--- config.mk ---
export PLATFORM = sky130hd
export DESIGN_NAME = lcd_scan_driver
export DESIGN_NICKNAME = d
export VERILOG_FILES = /design/src/rtl/lcdscan_pkg.sv /design/src/rtl/lcdscan_tick.sv /design/src/rtl/lcdscan_ctrl.sv /design/src/rtl/lcdscan_drive.sv /design/src/rtl/lcd_scan_driver.sv
export SDC_FILE = /design/constraint.sdc
export NUM_CORES = 1
export LEC_CHECK = 0
export ABC_AREA = 1
export CAP_MARGIN = 20
export CELL_PAD_IN_SITES_DETAIL_PLACEMENT = 1
export CELL_PAD_IN_SITES_GLOBAL_PLACEMENT = 1
export CORE_MARGIN = 5
export CORE_UTILIZATION = 30
export DETAILED_ROUTE_END_ITERATION = 12
export MAX_ROUTING_LAYER = met4
export PLACE_DENSITY = 0.6
export RECOVER_POWER = 100
export SLEW_MARGIN = 20
export SYNTH_ARGS = -nofsm -noshare
export SYNTH_HDL_FRONTEND = slang
export SYNTH_SLANG_ARGS = --single-unit
--- constraint.sdc ---
create_clock -name clk -period 2.7 [get_ports clk]
set_clock_uncertainty 0.15 [all_clocks]
set_input_delay 0.54 -clock clk [delete_from_list [all_inputs] [get_ports clk]]
set_output_delay 0.54 -clock clk [all_outputs]
set_load 0.02 [all_outputs]
--- src/rtl/lcdscan_pkg.sv ---
package lcdscan_pkg;

    typedef enum logic [2:0] {
        S_OFF    = 3'd0,
        S_VSYNC  = 3'd1,
        S_HSYNC  = 3'd2,
        S_ACTIVE = 3'd3,
        S_LATCH  = 3'd4,
        S_HBLANK = 3'd5,
        S_VBLANK = 3'd6
    } scan_state_t;

endpackage

--- src/rtl/lcdscan_tick.sv ---
module lcdscan_tick #(
    parameter int TICK_DIV = 2,
    localparam int TW = (TICK_DIV > 1) ? $clog2(TICK_DIV) : 1
) (
    input  logic clk,
    input  logic rst,
    output logic tick
);

    generate
        if (TICK_DIV > 1) begin : g_div
            logic [TW-1:0] cnt;
            always_ff @(posedge clk) begin
                if (rst)
                    cnt <= '0;
                else if (cnt == TW'(TICK_DIV - 1))
                    cnt <= '0;
                else
                    cnt <= cnt + TW'(1);
            end
            assign tick = (cnt == TW'(TICK_DIV - 1));
        end else begin : g_nodiv
            assign tick = 1'b1;
        end
    endgenerate

endmodule

--- src/rtl/lcdscan_ctrl.sv ---
module lcdscan_ctrl
    import lcdscan_pkg::*;
#(
    parameter int H_PIX   = 160,
    parameter int V_LINES = 144,
    parameter int H_BLANK = 8,
    parameter int V_BLANK = 16,
    localparam int AW = $clog2(H_PIX * V_LINES),
    localparam int CW = $clog2(H_PIX + 1),
    localparam int RW = $clog2(V_LINES + 1),
    localparam int BMAX = (H_BLANK > V_BLANK) ? H_BLANK : V_BLANK,
    localparam int BW = $clog2(BMAX + 1)
) (
    input  logic          clk,
    input  logic          rst,
    input  logic          en,
    input  logic          tick,
    output scan_state_t   n_st,
    output logic          n_ph,
    output logic [AW-1:0] fb_addr
);

    scan_state_t   st;
    logic          ph;
    logic [CW-1:0] col, n_col;
    logic [RW-1:0] row, n_row;
    logic [BW-1:0] bc, n_bc;
    logic [AW-1:0] idx, n_idx;

    // Next-state and next-counter decode
    always_comb begin
        n_st  = st;
        n_ph  = ph;
        n_col = col;
        n_row = row;
        n_bc  = bc;
        n_idx = idx;
        unique case (st)
            S_OFF: begin                    // enable
                n_st  = S_VSYNC;
                n_row = '0;
                n_col = '0;
                n_idx = '0;
            end
            S_VSYNC: begin                  // frame-begin
                n_st  = S_HSYNC;
                n_row = '0;
                n_idx = '0;
            end
            S_HSYNC: begin                  // line-begin
                n_st  = S_ACTIVE;
                n_col = '0;
                n_ph  = 1'b0;
            end
            S_ACTIVE: begin
                if (!ph) begin
                    n_ph = 1'b1;
                end else begin
                    n_ph  = 1'b0;
                    n_idx = idx + AW'(1);
                    if (col == CW'(H_PIX - 1))
                        n_st = S_LATCH;     // line-end
                    else
                        n_col = col + CW'(1);
                end
            end
            S_LATCH: begin                  // latch-done
                n_st = S_HBLANK;
                n_bc = '0;
            end
            S_HBLANK: begin
                if (bc == BW'(H_BLANK - 1)) begin
                    n_bc = '0;
                    if (row == RW'(V_LINES - 1)) begin
                        n_st = S_VBLANK;    // frame-end
                    end else begin
                        n_st  = S_HSYNC;    // next-line
                        n_row = row + RW'(1);
                    end
                end else begin
                    n_bc = bc + BW'(1);
                end
            end
            S_VBLANK: begin
                if (bc == BW'(V_BLANK - 1)) begin
                    n_st = S_VSYNC;         // frame-wrap
                    n_bc = '0;
                end else begin
                    n_bc = bc + BW'(1);
                end
            end
            default: n_st = S_OFF;
        endcase
    end

    // State register
    always_ff @(posedge clk) begin
        if (rst || !en) begin               // disable
            st  <= S_OFF;
            ph  <= 1'b0;
            col <= '0;
            row <= '0;
            bc  <= '0;
            idx <= '0;
        end else if (tick) begin
            st  <= n_st;
            ph  <= n_ph;
            col <= n_col;
            row <= n_row;
            bc  <= n_bc;
            idx <= n_idx;
        end
    end

    // Address of the pixel loaded at the coming tick; it is held for the whole tick period.
    assign fb_addr = n_idx;

    // the address feeding a pixel load has been steady for at least one clock
    a_r1_addr_ahead: assert property (@(posedge clk) disable iff (rst)
        (tick && en && n_st == S_ACTIVE && !n_ph) |-> $stable(fb_addr));

endmodule

--- src/rtl/lcdscan_drive.sv ---
module lcdscan_drive
    import lcdscan_pkg::*;
(
    input  logic        clk,
    input  logic        rst,
    input  logic        en,
    input  logic        tick,
    input  scan_state_t n_st,
    input  logic        n_ph,
    input  logic [1:0]  fb_shade,
    output logic        lcd_pclk,
    output logic        lcd_d0,
    output logic        lcd_d1,
    output logic        lcd_hsync,
    output logic        lcd_vsync,
    output logic        lcd_latch,
    output logic        lcd_alt,
    output logic        lcd_disp_en
);

    logic load_px;
    assign load_px = (n_st == S_ACTIVE) && !n_ph;

    // Output register: every panel line is a flop updated on the tick
    always_ff @(posedge clk) begin
        if (rst) begin
            lcd_pclk    <= 1'b0;
            lcd_d0      <= 1'b0;
            lcd_d1      <= 1'b0;
            lcd_hsync   <= 1'b0;
            lcd_vsync   <= 1'b0;
            lcd_latch   <= 1'b0;
            lcd_alt     <= 1'b0;
            lcd_disp_en <= 1'b0;
        end else begin
            lcd_disp_en <= en;
            if (!en) begin
                lcd_pclk  <= 1'b0;
                lcd_d0    <= 1'b0;
                lcd_d1    <= 1'b0;
                lcd_hsync <= 1'b0;
                lcd_vsync <= 1'b0;
                lcd_latch <= 1'b0;
            end else if (tick) begin
                lcd_pclk  <= load_px;
                lcd_hsync <= (n_st == S_HSYNC);
                lcd_vsync <= (n_st == S_VSYNC);
                lcd_latch <= (n_st == S_LATCH);
                if (load_px) begin
                    lcd_d0 <= fb_shade[0];
                    lcd_d1 <= fb_shade[1];
                end
                if (n_st == S_VSYNC)
                    lcd_alt <= ~lcd_alt;
            end
        end
    end

    // data moves only with a rising pixel clock or on disable
    a_r2_data_steady: assert property (@(posedge clk) disable iff (rst)
        !$stable({lcd_d1, lcd_d0}) |-> ($rose(lcd_pclk) || !lcd_disp_en));

    // no pixel clock during sync or latch pulses
    a_r3_pclk_quiet: assert property (@(posedge clk) disable iff (rst)
        lcd_pclk |-> !(lcd_hsync || lcd_vsync || lcd_latch));

    // latch rises only after the pixel clock has fallen
    a_r6_latch_after_px: assert property (@(posedge clk) disable iff (rst)
        $rose(lcd_latch) |-> (!lcd_pclk && !$past(lcd_pclk)));

    // polarity flips only together with the frame-start pulse
    a_r7_alt_at_frame: assert property (@(posedge clk) disable iff (rst)
        !$stable(lcd_alt) |-> $rose(lcd_vsync));

    // disabled panel sees idle lines
    a_r8_off_idle: assert property (@(posedge clk) disable iff (rst)
        !lcd_disp_en |-> !(lcd_pclk || lcd_hsync || lcd_vsync || lcd_latch || lcd_d0 || lcd_d1));

endmodule

--- src/rtl/lcd_scan_driver.sv ---
module lcd_scan_driver
    import lcdscan_pkg::*;
#(
    parameter int H_PIX    = 160,
    parameter int V_LINES  = 144,
    parameter int TICK_DIV = 2,
    parameter int H_BLANK  = 8,
    parameter int V_BLANK  = 16,
    localparam int AW = $clog2(H_PIX * V_LINES)
) (
    input  logic          clk,
    input  logic          rst,
    input  logic          en,
    output logic [AW-1:0] fb_addr,
    input  logic [1:0]    fb_shade,
    output logic          lcd_pclk,
    output logic          lcd_d0,
    output logic          lcd_d1,
    output logic          lcd_hsync,
    output logic          lcd_vsync,
    output logic          lcd_latch,
    output logic          lcd_alt,
    output logic          lcd_disp_en
);

    logic        tick;
    scan_state_t n_st;
    logic        n_ph;

    lcdscan_tick #(.TICK_DIV(TICK_DIV)) i_tick (
        .clk  (clk),
        .rst  (rst),
        .tick (tick)
    );

    lcdscan_ctrl #(
        .H_PIX   (H_PIX),
        .V_LINES (V_LINES),
        .H_BLANK (H_BLANK),
        .V_BLANK (V_BLANK)
    ) i_ctrl (
        .clk     (clk),
        .rst     (rst),
        .en      (en),
        .tick    (tick),
        .n_st    (n_st),
        .n_ph    (n_ph),
        .fb_addr (fb_addr)
    );

    lcdscan_drive i_drive (
        .clk         (clk),
        .rst         (rst),
        .en          (en),
        .tick        (tick),
        .n_st        (n_st),
        .n_ph        (n_ph),
        .fb_shade    (fb_shade),
        .lcd_pclk    (lcd_pclk),
        .lcd_d0      (lcd_d0),
        .lcd_d1      (lcd_d1),
        .lcd_hsync   (lcd_hsync),
        .lcd_vsync   (lcd_vsync),
        .lcd_latch   (lcd_latch),
        .lcd_alt     (lcd_alt),
        .lcd_disp_en (lcd_disp_en)
    );

endmodule

==> out/summary.md, run 1 <==
The run finished with clean final reports. STA classifies the critical path endpoint as an output pin. For the standby leakage power, the log shows 0.00154 uW. By startpoint and endpoint, the worst setup path is classified as reg -> out.

The critical path's largest stage delay is 360 ps, and the largest fanout on the critical path is 4. The category of the worst setup path launch point is a flop. VDD sags by at most 0.213 mV. The count of inserted antenna diode cells was 0.

Sequential cells burn 51.0% of the power. The routed design could run at a clock period as short as 2570 ps. The chip height came out at 107 microns. The tools report the setup violation total in the final timing report as 0. In the final routed layout, each cell accounts on average for 13.5 microns. The number of antenna violations at the first check in global routing came out at 0. After synthesis, the share of cell area in mux cells is 0%.

Hold repair after CTS inserted 0 buffers. Number of detailed-routing iterations run before antenna repair: 4. Including well taps, the total number of placed cells is 597. After technology mapping, the gate count stands at 451. Summed over all nets, the switching power comes to 388 uW. The run gives 0 as the remaining number of nets flagged by the antenna check after routing. Via count of the first global-routing pass: 2935. The share of synthesized area occupied by flip-flops and latches was 34.8%. The post-CTS clock slew at the launch and capture registers of the worst setup and hold paths is 100 ps, and the ratio of routed vias to standard cells is 4.79.

The post-synthesis adder-cell area fraction is 2.66%, and the number of nets in the final layout is 504. The area of the core region was 9200 sq um; the buffer depth of the longest clock path was 2. Derived from the worst setup path, the maximum achievable clock frequency is 0.389 GHz. The largest family of logic cells by synthesized area was simple AND/OR/NAND/NOR gates.

The data required time of the critical path was 2010 ps. Most common cell after layout, fill and taps aside: nand2_1. The worst endpoint data arrival time was 1880 ps. TritonCTS built the clock tree.

The floorplan has 35 rows. After the flow finishes, the layout carries non-filler instances totaling 605. The tool flagged a number of max-cap violations equal to 0. The library cells used most frequently in the layout, excluding fill and tap cells, are 104 x nand2_1, 73 x inv_1, 49 x nor2_1, 45 x dfxtp_1, 41 x o21ai_0. Class of the most critical hold timing path: reg -> reg.

The total congestion overflow came out at 0. The run gives 38.7% as the share of power burned in the clock network. The slowest stage of the critical path is the dlygate4sd2_1 cell. Number of sinks handled by clock tree synthesis: 49. The tools report the total internal power as 1090 uW. The largest net degree at the start of global routing is 32. The logs give 2 for the CTS H-tree depth and 0 for the number of failing hold endpoints at the final stage.

The synthesized-area fraction occupied by ao, oa, aoi and oai cells is 18.1%. For the pin with the worst max-slew slack, the measured transition is 728 ps. The total length of routed wires was 8150 microns; the total power divided by cell area was 434 nW/um^2.

Global routing used 15.4% of the available tracks. For this configuration, the core starts out at a cell density of 30.7%. Compared with the post-synthesis result, the final layout area differs by 20.4%. Summing the areas of all xor and xnor instances in the mapped netlist gives 1.24% of the synthesized area.

The routed layout has 2898 vias. The floorplan die area came out at 11400 sq um. The tools report the root buffer cell as clkbuf_8. The synthesis warning total was 0; the post-layout instance area was 3400 sq um.

In this run the cell area of the synthesized design comes to 2820 sq um. The synthesized netlist devotes 31.1% of its cell area to simple gates. The share of cells above drive strength 1 was 9.92%; the mean instance size in the synthesized netlist was 6.26 sq um.

After detailed placement, the total cell area comes to 3320 sq um. The tools report the max-slew violation count as 0. The floorplan die width was 107 microns; the I/O pin count was 28.

Clock tree synthesis inserted a total of 5 buffers. The wire-length estimate of the detail-placed layout is 6210 microns. Port buffering added 27 buffers.

The first global-routing pass estimated 14000 microns of wire. The worst pin sits at a relative slew slack of 51.5%. The later pin in the worst-skew pair is clocked with a latency of 310 ps. The completed layout was analyzed and its total power is 1480 uW. Post-CTS timing repair inserted 0 buffers for setup. Counting distinct cell types in the post-synthesis netlist gives 29. The most numerous cell type found on the critical path is o21ai_0. The share of total power dissipated in combinational logic is 10.3%.

The first routing iteration left 92 violations. The signal on the critical path passes through ha_1, nand2_1, inv_1, nand3_2, buf_4, o21ai_0, nand3_1, o21ai_0, dlygate4sd2_1. The run gives 0 as the count of unresolved DRC violations after routing. The post-route fraction of the period consumed by the critical path is 95.3%, and the switching part of the total power is 26.3%.

The synthesized design contains 49 register bits. The logs give 0.827 for the final RePlAce weighted congestion and 462 for the synthesized net count.
-- power groups by stage --
stage	clock, uW	sequential (uW)	combinational (uW)
3_5_place_dp	0	771	159
5_1_grt	631	757	172
2_1_floorplan	0	770	98.5
4_1_cts	597	754	159
3_3_place_gp	0	771	157
6_report	571	753	152
-- sequential cells by signal (all words and copies together), names as in the netlist, 3 cells and up --
register and cells:
i_ctrl.bc 5, i_ctrl.col 8, i_ctrl.idx 15, i_ctrl.row 8, i_ctrl.st 3
-- logic make-up (layout without fill, tap and decap cells) --
logic type | count (synthesis) | in the layout
compound gates | 96 | 96
xor+xnor | 4 | 4
fa+ha+maj | 6 | 6
buf+inv | 89 | 132
flops | 49 | 49
simple gates | 207 | 207
-- cell type report --
class / instances / area [sq um]
multi-input combinational: 313 / 1500
timing repair buffer: 46 / 359
clock inverter: 2 / 37.5
tap: 111 / 139
clock buffer: 6 / 82.6
sequential: 49 / 988
inverter: 78 / 293
fill: 1236 / 5800
-- worst max-delay path: cells and delay by family (launching register included) --
family | cells | cell delay, ps
buffers and inverters | 3 | 600
AND/OR/NAND/NOR | 3 | 240
adder cells (fa/ha/maj) | 1 | 140
AO/OA/AOI/OAI | 2 | 240
flip-flops | 1 | 350
-- timing repair --
item | in CTS | in global routing
gates resized for setup | 23 | 31
endpoints found under the setup margin | 15 | 13
cloned | 0 | 0
-- per-stage QoR --
stage	hold WS [ps]	setup WS, ps	util (%)	TNS (ps)
after floorplan	308	553	-	0
final	320	128	37.0	0
after global placement	308	51.6	36.1	0
after global routing	346	-25.6	37.0	-50.1
after CTS	330	4.44	37.3	0
after detailed placement	313	5.73	36.1	0
-- per-layer routing --
metal / vias up / part of all wire [%] / GRT usage, %
li1: 1524 / - / -
met1: 1340 / 52 / 20.2
met2: 29 / 44 / 25.1
met3: 5 / 2.7 / 2.53
met4: 0 / 0.91 / 3.01
met5: - / 0 / -
-- final timing paths --
kind | start | to | slack, ps | cells after the start
setup / recovery | i_ctrl.idx[0]$_SDFFE_PP0P_ | fb_addr[8] | 130 | 9
hold reg to reg | i_drive.lcd_vsync$_SDFFE_PP0P_ | i_drive.lcd_vsync$_SDFFE_PP0P_ | 320 | 2
hold / removal | i_drive.lcd_vsync$_SDFFE_PP0P_ | i_drive.lcd_vsync$_SDFFE_PP0P_ | 320 | 2
setup reg to reg | i_ctrl.st[1]$_SDFFE_PP0P_ | i_ctrl.row[6]$_SDFFE_PP0P_ | 250 | 12
-- Yosys cell counts --
library cell / instances / area (sq um)
nand3_1: 32 / 160
o21ai_0: 45 / 225
nor3_1: 6 / 30.0
nand4_1: 7 / 43.8
nand3b_1: 1 / 7.51
nor2_4: 1 / 11.3
nand2_1: 102 / 383
clkinv_1: 1 / 3.75
dfxtp_1: 49 / 981
buf_6: 1 / 11.3
buf_2: 2 / 10.0
a21o_1: 1 / 7.51
inv_1: 72 / 270
o211ai_1: 2 / 15.0
ha_1: 6 / 75.1
o21ai_1: 1 / 5.00
o22ai_1: 2 / 12.5
clkbuf_1: 8 / 30.0
nand2_2: 4 / 25.0
a21oi_1: 38 / 190
nor2_2: 2 / 12.5
o21bai_1: 2 / 15.0
nor2_1: 50 / 188
and3_1: 1 / 6.26
a211oi_1: 4 / 30.0
o211a_1: 1 / 10.0
xor2_1: 4 / 35.0
nor3_2: 1 / 10.0
inv_2: 5 / 18.8
No activity file was read; power rests on OpenSTA's default activity.
==> run 2, diff against run 1 <==
--- a/config.mk
+++ b/config.mk
@@ -6,7 +6,6 @@
 export NUM_CORES = 1
 export LEC_CHECK = 0
 export ABC_AREA = 1
-export CAP_MARGIN = 20
 export CELL_PAD_IN_SITES_DETAIL_PLACEMENT = 1
 export CELL_PAD_IN_SITES_GLOBAL_PLACEMENT = 1
 export CORE_MARGIN = 5
==> results of run 2 <==
The final DEF is identical to that of run 1; final timing and power are the same.
==> run 3, diff against run 2 <==
--- a/config.mk
+++ b/config.mk
@@ -14,6 +14,7 @@
 export MAX_ROUTING_LAYER = met4
 export PLACE_DENSITY = 0.6
 export RECOVER_POWER = 100
+export REMOVE_ABC_BUFFERS = 1
 export SLEW_MARGIN = 20
 export SYNTH_ARGS = -nofsm -noshare
 export SYNTH_HDL_FRONTEND = slang
==> run 3 against run 2 <==
Compared with the run above: global-route usage is 0.48 points lower; worst setup slack improved by 41 ps; maximum frequency up 1.6%; flip-flop and latch count unchanged; via count increased by 0.76%; core utilization down 0.31 points; total power decreased by 8.2%; sequential power is essentially flat; die area unchanged.
==> out/summary.md, run 3 (synthesized netlist as in run 1, its figures left out) <==
The critical path's slowest cell was dfxtp_4. The tools report the endpoint class of the critical path as an output pin. The wire length of the first global-routing pass was 13700 microns (-2.7%); the area of the core region was 9200 sq um (unchanged). The total global-route track usage is 14.9% (-0.48 points). The number of buffers added for setup after CTS came out at 0 (unchanged). The path depth of the worst reg2reg path is 14 (+2), and the hold-critical path depth is 2 (unchanged). The post-CTS clock slew at the launch and capture registers of the worst setup and hold paths was 100 ps (about the same); the number of flip-flops in the largest register was 15 (unchanged). For the number of failing hold endpoints at the final stage, the log shows 0 (unchanged).

Traced cell by cell, the critical path runs through nand2_1, nor2_1, nand2_1, nor2_2, nand3_1, nand2_1, nand3_1, nand2_1, dlygate4sd2_1. TritonCTS built the clock tree. The tools report the count of unresolved DRC violations after routing as 0 (unchanged). The critical path's most frequent cell is nand2_1. The tools report the worst endpoint data arrival time as 1840 ps (-40 ps). The hold path startpoint was i_drive.lcd_hsync$_SDFFE_PP0P_. The tools report the placed standard-cell area as 3340 sq um (+0.38%). Buffer depth of the longest clock path: 2 (unchanged). The count of inserted antenna diode cells is 0 (unchanged), and the DRC marker count from the first detailed-route iteration is 81 (-12%). For the total length of routed wires, the log shows 7910 microns (-3.0%).

The tools report the final RePlAce weighted congestion as 0.825 (-0.19%). The largest vdd supply drop is 0.177 mV (-17%), and the relative slew slack is 47.6% (-3.9 points). In this run the critical register-to-register path is captured at i_drive.lcd_d0$_SDFFE_PP0P_.

The standard-cell row count is 35 (unchanged), and the floorplan die width is 107 microns (unchanged). The synthesis-to-finish area growth came out at 19.4%. Via count of the first global-routing pass: 2883 (-1.8%). The tools report the reg-to-reg startpoint as i_ctrl.bc[0]$_SDFFE_PP0P_. The tools report the root buffer cell as clkbuf_8. The floorplan die area was 11400 sq um (unchanged); the number of nets in the final layout was 504 (unchanged). The critical path's largest stage delay was 390 ps (+30 ps). The cell family contributing the most delay on the critical path was simple AND/OR/NAND/NOR gates.

The clock insertion delay at the later pin of the skew report is 310 ps (about the same). The remaining number of nets flagged by the antenna check after routing was 0 (unchanged). The logs give 4 (unchanged) for the number of detailed-routing iterations run before antenna repair and 6070 microns (-2.2%) for the total half-perimeter wirelength after legalization and detailed placement. The worst path buffer plus inverter count is 1 (-2). The logs give 49 (unchanged) for the number of sinks handled by clock tree synthesis and 310 ps (+60 ps) for the slack of the worst reg-to-reg path. For the number of max-cap violations, the log shows 0 (unchanged). For the post-cts hold buffer count, the log shows 0 (unchanged). In the final layout, the registers with the most flip-flops are i_ctrl.idx: 15 flops, i_ctrl.col: 8 flops, i_ctrl.row: 8 flops. The tightest min-delay check is of the reg -> reg type. The chip height came out at 107 microns (unchanged). The type of the setup path with the least slack is reg -> out. Post-route fraction of the period consumed by the critical path: 93.7% (-1.5 points).

The TritonCTS buffer count is 5 (unchanged). The endpoint with the worst hold slack was i_drive.lcd_hsync$_SDFFE_PP0P_. The number of antenna violations at the first check in global routing is 0 (unchanged). Counting flops per register, the top entry is i_ctrl.idx. The post-layout instance area came out at 3370 sq um (-0.85%). Setup repair after global routing left no endpoint under its margin. The I/O pin count came out at 28 (unchanged).

The total congestion overflow is 0 (unchanged), and the largest fanout on the critical path is 6 (+2). The ratio of routed vias to standard cells is 4.83 (+0.76%), and the maximum clock frequency is 0.395 GHz (+1.6%). The logs give 34 (+6.3%) for the largest net degree at the start of global routing and 30.7% (unchanged) for the effective utilization at floorplan.

The tools report the standby leakage power as 0.00153 uW (-0.71%). The number of port buffers is 27 (unchanged). The tools report the post-route setup TNS as 0 ps (unchanged).

For the setup violation total in the final timing report, the log shows 0 (unchanged). The run finished with clean final reports. The top cell types in the final layout, fill and taps aside, are 104 x nand2_1, 73 x inv_1, 49 x nor2_1, 44 x dfxtp_1, 42 x o21ai_0. The run gives 2920 (+0.76%) as the detailed-route via count. The run gives 0 (unchanged) as the max-slew violation count. STA classifies the critical path startpoint as a flop.

The library cell used most frequently in the layout, excluding fill and tap cells, is nand2_1. The share of cells above drive strength 1 works out to 9.51% (-0.40 points). The transition time at the pin with the least slew margin was 780 ps (+52.0 ps); the routed wire length per instance was 13.1 microns (-3.0%). The CTS H-tree depth was 2 (unchanged); the shortest clock period the worst path allows after layout was 2530 ps (-41.2 ps). The total power divided by cell area works out to 402 nW/um^2 (-7.4%).

The data required time of the critical path came out at 2010 ps (about the same).
==> run 3: timing repair <==
| item | in CTS | in global routing |
|---|---|---|
| pin swaps | 0 | 2 |
| setup endpoints to repair | 15 | 13 |
| resized for setup | 19 | 34 |
==> run 3: worst max path at each step <==
stage                                           from  slack [ps]  cells past startpoint           to
after floorplan           i_ctrl.idx[9]$_SDFFE_PP0P_         540                      6  fb_addr[11]
after global placement        i_ctrl.ph$_SDFFE_PP0P_          80                      9  fb_addr[11]
after detailed placement      i_ctrl.ph$_SDFFE_PP0P_          40                      9  fb_addr[11]
after CTS                 i_ctrl.idx[1]$_SDFFE_PP0P_           3                      9   fb_addr[6]
after global routing          i_ctrl.ph$_SDFFE_PP0P_           2                      9  fb_addr[13]
final                         i_ctrl.ph$_SDFFE_PP0P_         170                      9  fb_addr[13]
==> run 3: final cells by class <==
class	count	area, sq um
clock inverters	3	21.3
clock buffers	5	68.8
fillers	1201	5830
repair buffers	46	369
multi-input cells	313	1490
inverters	78	293
flip-flops and latches	49	990
well taps	111	139
==> run 3: per-stage QoR <==
stage	hold WS, ps	setup slack [ps]	instances	power [uW]	util (%)
floorplan	308	543	440	861	-
global placement	305	78.2	597	925	36.3
detailed placement	314	44.3	597	927	36.3
CTS	332	3.33	605	1400	37.1
global route	353	1.95	605	1440	36.7
finish	321	169	605	1360	36.7
==> run 3: tightest hold or removal path, stage by stage, from the launching register on <==
cell	delay [ps]
dfxtp_1	320
nand2_1	60
a21oi_1	60
==> run 3: per-layer routing <==
metal | share of wire [%] | up-vias | GRT usage (%)
met3 | 2.2 | 7 | 2.05
met1 | 49 | 1354 | 19.2
met2 | 47 | 29 | 24.7
met4 | 1.2 | 0 | 3.74
li1 | - | 1530 | -
met5 | 0 | - | -
==> run 3: where the power goes <==
group	switching (uW)	total (uW)	internal (uW)
sequential	14.8	753	739
combinational	100	148	47.6
clock	270	455	185
